`src/rtl/colr_pkg.sv`:
```
package colr_pkg;
  typedef enum logic [1:0] {
    ST_IDLE = 2'd0,
    ST_HOLD = 2'd1,
    ST_JAM  = 2'd2
  } colState_t;

  typedef struct packed {
    logic jamLoad;
    logic jamStep;
    logic attInc;
    logic attClr;
  } colStrobe_t;
endpackage

```
`src/rtl/colr_datapath.sv`:
```
module colr_datapath
  import colr_pkg::*;
#(
  parameter int FILT_CYC = 3,
  parameter int JAM_BITS = 32,
  parameter int MAX_ATT  = 16,
  localparam int FILT_W  = $clog2(FILT_CYC + 1),
  localparam int JAM_W   = $clog2(JAM_BITS),
  localparam int ATT_W   = $clog2(MAX_ATT + 1)
) (
  input  logic             clk,
  input  logic             rstN,
  input  logic             colIn,
  input  colStrobe_t       strobe,
  output logic             colEvt,
  output logic             jamLast,
  output logic [ATT_W-1:0] attCnt
);
  logic [FILT_W-1:0] colRun;
  logic [JAM_W-1:0]  jamCnt;

  // consecutive-high run length of the collision input
  always_ff @(posedge clk) begin
    if (!rstN)                             colRun <= '0;
    else if (!colIn)                       colRun <= '0;
    else if (colRun != FILT_W'(FILT_CYC))  colRun <= colRun + 1'b1;
  end

  // single event on the qualifying sample
  assign colEvt = colIn && (colRun == FILT_W'(FILT_CYC - 1));

  always_ff @(posedge clk) begin
    if (!rstN)               jamCnt <= '0;
    else if (strobe.jamLoad) jamCnt <= '0;
    else if (strobe.jamStep) jamCnt <= jamCnt + 1'b1;
  end

  assign jamLast = (jamCnt == JAM_W'(JAM_BITS - 1));

  always_ff @(posedge clk) begin
    if (!rstN)                                         attCnt <= '0;
    else if (strobe.attClr)                            attCnt <= '0;
    else if (strobe.attInc && attCnt != ATT_W'(MAX_ATT)) attCnt <= attCnt + 1'b1;
  end
endmodule

```
`src/rtl/colr_ctrl.sv`:
```
module colr_ctrl
  import colr_pkg::*;
#(
  parameter int POS_W     = 12,
  parameter int SLOT_BITS = 512,
  parameter int MAX_ATT   = 16,
  localparam int ATT_W    = $clog2(MAX_ATT + 1)
) (
  input  logic             clk,
  input  logic             rstN,
  input  logic             colEvt,
  input  logic             jamLast,
  input  logic [ATT_W-1:0] attCnt,
  input  logic             txActive,
  input  logic             preDone,
  input  logic [POS_W-1:0] bitCnt,
  input  logic             frameStart,
  input  logic             txDone,
  input  logic             retryDis,
  input  logic             restartEn,
  output colStrobe_t       strobe,
  output logic             jamReq,
  output logic             abortData,
  output logic             backoffReq,
  output logic             flushFrame,
  output logic             restartFrame,
  output logic             incOne,
  output logic             incMulti,
  output logic             incExcess
);
  colState_t state;
  logic lateCol, liveCol, lastAtt, endFrame;

  assign lateCol  = preDone && (bitCnt >= POS_W'(SLOT_BITS));
  assign liveCol  = txActive && colEvt && !lateCol;
  assign lastAtt  = (attCnt == ATT_W'(MAX_ATT));
  assign endFrame = retryDis || lastAtt;
  assign jamReq   = (state == ST_JAM);

  always_comb begin
    strobe = '0;
    unique case (state)
      ST_IDLE: begin
        if (liveCol) begin
          strobe.attInc  = 1'b1;
          strobe.jamLoad = preDone;
        end else if (txDone || frameStart) begin
          strobe.attClr = 1'b1;
        end
      end
      ST_HOLD: strobe.jamLoad = preDone;
      ST_JAM: begin
        strobe.jamStep = 1'b1;
        strobe.attClr  = jamLast && endFrame;
      end
      default: ;
    endcase
  end

  always_ff @(posedge clk) begin
    if (!rstN) begin
      state        <= ST_IDLE;
      abortData    <= 1'b0;
      backoffReq   <= 1'b0;
      flushFrame   <= 1'b0;
      restartFrame <= 1'b0;
      incOne       <= 1'b0;
      incMulti     <= 1'b0;
      incExcess    <= 1'b0;
    end else begin
      abortData    <= 1'b0;
      backoffReq   <= 1'b0;
      flushFrame   <= 1'b0;
      restartFrame <= 1'b0;
      incOne       <= 1'b0;
      incMulti     <= 1'b0;
      incExcess    <= 1'b0;
      unique case (state)
        ST_IDLE: begin
          if (liveCol) begin
            state     <= preDone ? ST_JAM : ST_HOLD;
            abortData <= preDone;
          end else if (txDone) begin
            incOne   <= (attCnt == ATT_W'(1));
            incMulti <= (attCnt > ATT_W'(1));
          end
        end
        ST_HOLD: if (preDone) state <= ST_JAM;
        ST_JAM: begin
          if (jamLast) begin
            state <= ST_IDLE;
            if (endFrame) begin
              incExcess    <= 1'b1;
              restartFrame <= !retryDis && restartEn;
              flushFrame   <= retryDis || !restartEn;
            end else begin
              backoffReq <= 1'b1;
            end
          end
        end
        default: state <= ST_IDLE;
      endcase
    end
  end
endmodule

```
`src/rtl/collision_retry_ctrl.sv`:
```
module collision_retry_ctrl
  import colr_pkg::*;
#(
  parameter int POS_W     = 12,
  parameter int SLOT_BITS = 512,
  parameter int FILT_CYC  = 3,
  parameter int JAM_BITS  = 32,
  parameter int MAX_ATT   = 16
) (
  input  logic             clk,
  input  logic             rstN,
  input  logic             colIn,
  input  logic             txActive,
  input  logic             preDone,
  input  logic [POS_W-1:0] bitCnt,
  input  logic             frameStart,
  input  logic             txDone,
  input  logic             retryDis,
  input  logic             restartEn,
  output logic             jamReq,
  output logic             abortData,
  output logic             backoffReq,
  output logic             flushFrame,
  output logic             restartFrame,
  output logic             incOne,
  output logic             incMulti,
  output logic             incExcess
);
  localparam int ATT_W = $clog2(MAX_ATT + 1);

  colStrobe_t       strobe;
  logic             colEvt, jamLast;
  logic [ATT_W-1:0] attCnt;

  colr_datapath #(.FILT_CYC(FILT_CYC), .JAM_BITS(JAM_BITS), .MAX_ATT(MAX_ATT)) uDp (
    .clk(clk), .rstN(rstN), .colIn(colIn), .strobe(strobe),
    .colEvt(colEvt), .jamLast(jamLast), .attCnt(attCnt)
  );

  colr_ctrl #(.POS_W(POS_W), .SLOT_BITS(SLOT_BITS), .MAX_ATT(MAX_ATT)) uCtl (
    .clk(clk), .rstN(rstN), .colEvt(colEvt), .jamLast(jamLast), .attCnt(attCnt),
    .txActive(txActive), .preDone(preDone), .bitCnt(bitCnt),
    .frameStart(frameStart), .txDone(txDone), .retryDis(retryDis),
    .restartEn(restartEn), .strobe(strobe), .jamReq(jamReq),
    .abortData(abortData), .backoffReq(backoffReq), .flushFrame(flushFrame),
    .restartFrame(restartFrame), .incOne(incOne), .incMulti(incMulti),
    .incExcess(incExcess)
  );
endmodule

```
`config.mk`:
```
export PLATFORM = sky130hd
export DESIGN_NAME = collision_retry_ctrl
export DESIGN_NICKNAME = d
export VERILOG_FILES = /design/src/rtl/colr_pkg.sv /design/src/rtl/colr_datapath.sv /design/src/rtl/colr_ctrl.sv /design/src/rtl/collision_retry_ctrl.sv
export SDC_FILE = /design/constraint.sdc
export NUM_CORES = 1
export LEC_CHECK = 0
export BUFFER_PORTS_ARGS = -buffer_cell sky130_fd_sc_hd__buf_2
export CAP_MARGIN = 20
export CELL_PAD_IN_SITES_DETAIL_PLACEMENT = 0
export CELL_PAD_IN_SITES_GLOBAL_PLACEMENT = 1
export CORE_MARGIN = 2
export CORE_UTILIZATION = 33
export CTS_CLUSTER_SIZE = 10
export DETAILED_ROUTE_END_ITERATION = 16
export PLACE_DENSITY = 0.75
export SETUP_SLACK_MARGIN = 0.1
export SYNTH_ARGS = -nofsm -noshare
export SYNTH_HDL_FRONTEND = slang
export SYNTH_HIERARCHICAL = 1
export SYNTH_SLANG_ARGS = --single-unit
```
`constraint.sdc`:
```
create_clock -name clk -period 1.5 [get_ports clk]
set_input_delay 0.3 -clock clk [delete_from_list [all_inputs] [get_ports clk]]
set_output_delay 0.3 -clock clk [all_outputs]
set_load 0.005 [all_outputs]
```
==> results.sh <==
export IMPL_status="finished, violations left"
export IMPL_failed_checks="DRC"
export IMPL_seqPwrFrac_pct=62.2
export IMPL_crit_arrival_ps=1680
export IMPL_worstPathRequired_ps=1720
export IMPL_antenna_left=0
export IMPL_powerDensity_mw_per_mm2=645
export IMPL_drt_wl_total_um=2120
export IMPL_grt_pass1_wl_um=3330
export IMPL_synth_top_cells_by_count="dfxtp_1 (21), nor2_1 (14), nand2_1 (11)"
export IMPL_met3_length_um=99
export IMPL_cts_path_max_buffers=2
export IMPL_drc=2
export IMPL_yosys_warnings=6
export IMPL_switching_share_pct=23.4
export IMPL_ys_seq_elements=21
export IMPL_fin_crit_sh_pct=97.6
export IMPL_yosysUniqueCellTypes=34
export IMPL_grt_max_degree=13
export IMPL_cts_buffers_inserted=3
export IMPL_multi_input_area_um2=643
export IMPL_clkLatencyLatePin_ps=310
export IMPL_synth_area_top_cells="dfxtp_1 (42%), ha_1 (7.6%), nor2_1 (5.3%), xor2_1 (4.4%), nand2_1 (4.2%)"
export IMPL_synthArstFlopShare_pct=0
export IMPL_cts_hold_buffers=0
export IMPL_slew_headroom_pct=72.0
export IMPL_synth_compound_area_share_pct=7.19
export IMPL_cts_sinks=21
export IMPL_synth_top_family_by_area="simple AND/OR/NAND/NOR gates"
export IMPL_hold_ws_ps=193
export IMPL_cts_tree="yes"
export IMPL_clock_root_buffer="clkbuf_4"
export IMPL_yosys_area_top_type_share_pct=42.4
export IMPL_drive_gt1_share_pct=50.0
export IMPL_vias_per_cell=4.89
export IMPL_cp_max_fo=3
export IMPL_syn_area_um2=992
export IMPL_drv_slew=0
export IMPL_worstMarginPinSlew_ps=417
export IMPL_start_util_pct=35.4
export IMPL_drv_cap=0
export IMPL_synthAdderAreaFrac_pct=7.57
export IMPL_antenna_found_initial=0
export IMPL_path_class="flip-flop to flip-flop"
export IMPL_row_count=19
export IMPL_clkSlewWorstSetupHoldPaths_ps=120
export IMPL_die_h_um=58.8
export IMPL_min_period_ps=1460
export IMPL_synth_simple_area_share_pct=28.9
export IMPL_p_int_w=0.000694
export IMPL_nFillCells=296
export IMPL_place_congestion=0.717
export IMPL_routed_top_layer="met4"
export IMPL_ys_seq_area_share_pct=42.4
export IMPL_dr_first_iter_drc_count=15
export IMPL_max_freq_ghz=0.683
export IMPL_overflow=0
export IMPL_coreArea_mm2=0.00281
export IMPL_endpoint_kind="flip-flop"
export IMPL_synthFlopType="dfxtp_1"
export IMPL_post_drt_wl_per_cell_um=11.8
export IMPL_synth_xor_xnor_area_share_pct=6.18
export IMPL_clock_skew_ps=3.37
export IMPL_p_switching_w=0.000212
export IMPL_grt_total_usage_pct=13.0
export IMPL_dieArea_mm2=0.00346
export IMPL_grt_setup_unrepaired="true"
export IMPL_grt_pass1_vias=796
export IMPL_cellLeakagePower_nw=0.598
export IMPL_dr_total_vias=876
export IMPL_htree_levels=1
export IMPL_hold_viol=0
export IMPL_p_comb_share_pct=7.6
export IMPL_dp_hpwl_um=1520
export IMPL_yosysMostFrequentCell="dfxtp_1"
export IMPL_startpoint_type="flip-flop"
export IMPL_n_antenna_cell=0
export IMPL_syn_avg_cell_area_um2=9.27
export IMPL_synth_cells=107
export IMPL_synth_mux_area_share_pct=4.04
export IMPL_yosysTopAreaCell="dfxtp_1"
export IMPL_setup_tns_ps=0
export IMPL_num_nets_final=176
export IMPL_wl_met2_um=1040
export IMPL_worst_ir_drop_vdd_mv=0.436
export IMPL_area_growth_synth_to_final_pct=41.6
export IMPL_wl_met1_um=940
export IMPL_min_path_type="primary input to flip-flop"
export IMPL_dieWidth_um=58.8
export IMPL_io_pins=29
export IMPL_pwr_share_clk_pct=30.2
export IMPL_setup_violations=0
export IMPL_layout_area_seq_um2=428
export IMPL_synth_edf_count=0
export IMPL_synth_nets=134
export IMPL_io_buffer_count=19
export IMPL_first_pass_iters=10
## path summary, 6_finish.rpt
check	startpoint	to	slack (ps)	cells past startpoint
setup / recovery	uDp/colRun[0]	uDp/attCnt[4]	40	9
hold / removal	retryDis	uCtl/backoffReq	190	2
setup reg to reg	uDp/colRun[0]	uDp/attCnt[4]	40	9
hold reg to reg	uCtl/state[1]	uCtl/state[0]	520	2
## power groups by stage
stage               sequential, W  clock (W)  combinational [W]
floorplan                0.000575          0          0.0000264
global route             0.000564   0.000305          0.0000783
finish                   0.000564   0.000274          0.0000690
CTS                      0.000564   0.000292          0.0000660
global placement         0.000575          0          0.0000554
detailed placement       0.000575          0          0.0000575
## cell usage in the layout, fill, tap and decap left out, types with 4 or more instances in the layout
master,Yosys,layout
inv_1,6,5
buf_4,2,20
dfxtp_1,21,15
dfxtp_2,0,6
buf_2,0,19
nor2_2,0,5
xor2_1,5,5
nand2_1,11,8
nor2_1,14,9
mux2i_1,4,4
## registers in the layout (all words and copies together) (netlist names)
| register | flops |
|---|---|
| uDp/attCnt | 5 |
| uCtl/restartFrame | 1 |
| uCtl/state | 2 |
| uDp/jamCnt | 5 |
| uCtl/incMulti | 1 |
| uCtl/incOne | 1 |
| uDp/colRun | 2 |
| uCtl/flushFrame | 1 |
| uCtl/abortData | 1 |
| uCtl/backoffReq | 1 |
| uCtl/incExcess | 1 |
## cell type report
| cell class | count | area share (%) |
|---|---|---|
| multi-input combinational | 78 | 45.8 |
| sequential | 21 | 30.5 |
| timing repair buffer | 39 | 17.5 |
| tap | 31 | 2.76 |
| clock buffer | 3 | 1.60 |
| inverter | 6 | 1.60 |
| clock inverter | 1 | 0.356 |
## cells by family after synthesis
kind of cell / Yosys count
compound gates: 11
mux: 4
simple gates: 50
buf+inv: 8
fa+ha+maj: 6
xor+xnor: 7
flops: 21
## worst max-delay path, cell delays in order (launching register included)
cell and delay (ps):
dfxtp_2 340, inv_2 50, ha_4 120, and2_4 140
nand2_4 50, a21oi_4 130, and2_4 170, nand4_1 90
xnor2_1 130, and2_1 140
## what timing repair did
| item | CTS | global route |
|---|---|---|
| resized for setup | 18 | 12 |
| pin swaps | 13 | 13 |
| endpoints found under the setup margin | 12 | 13 |
| buffers inserted | 4 | 2 |
## stage by stage
stage	instances	instance area (µm²)	power (W)	utilization (%)	worst slack [ps]
2_1_floorplan	107	1000	0.000602	-	8.80
3_3_place_gp	169	1230	0.000630	43.8	-133
3_5_place_dp	169	1230	0.000633	43.8	-124
4_1_cts	177	1340	0.000922	47.9	31.5
5_1_grt	179	1410	0.000948	50.1	-91.4
6_report	179	1410	0.000906	50.1	36.7
## metal layers
metal	global-route usage (%)	vias up
met3	4.18	5
met5	0	-
met1	15.0	409
li1	-	446
met2	22.2	16
met4	4.87	0
No activity file was read; power rests on OpenSTA's default activity.
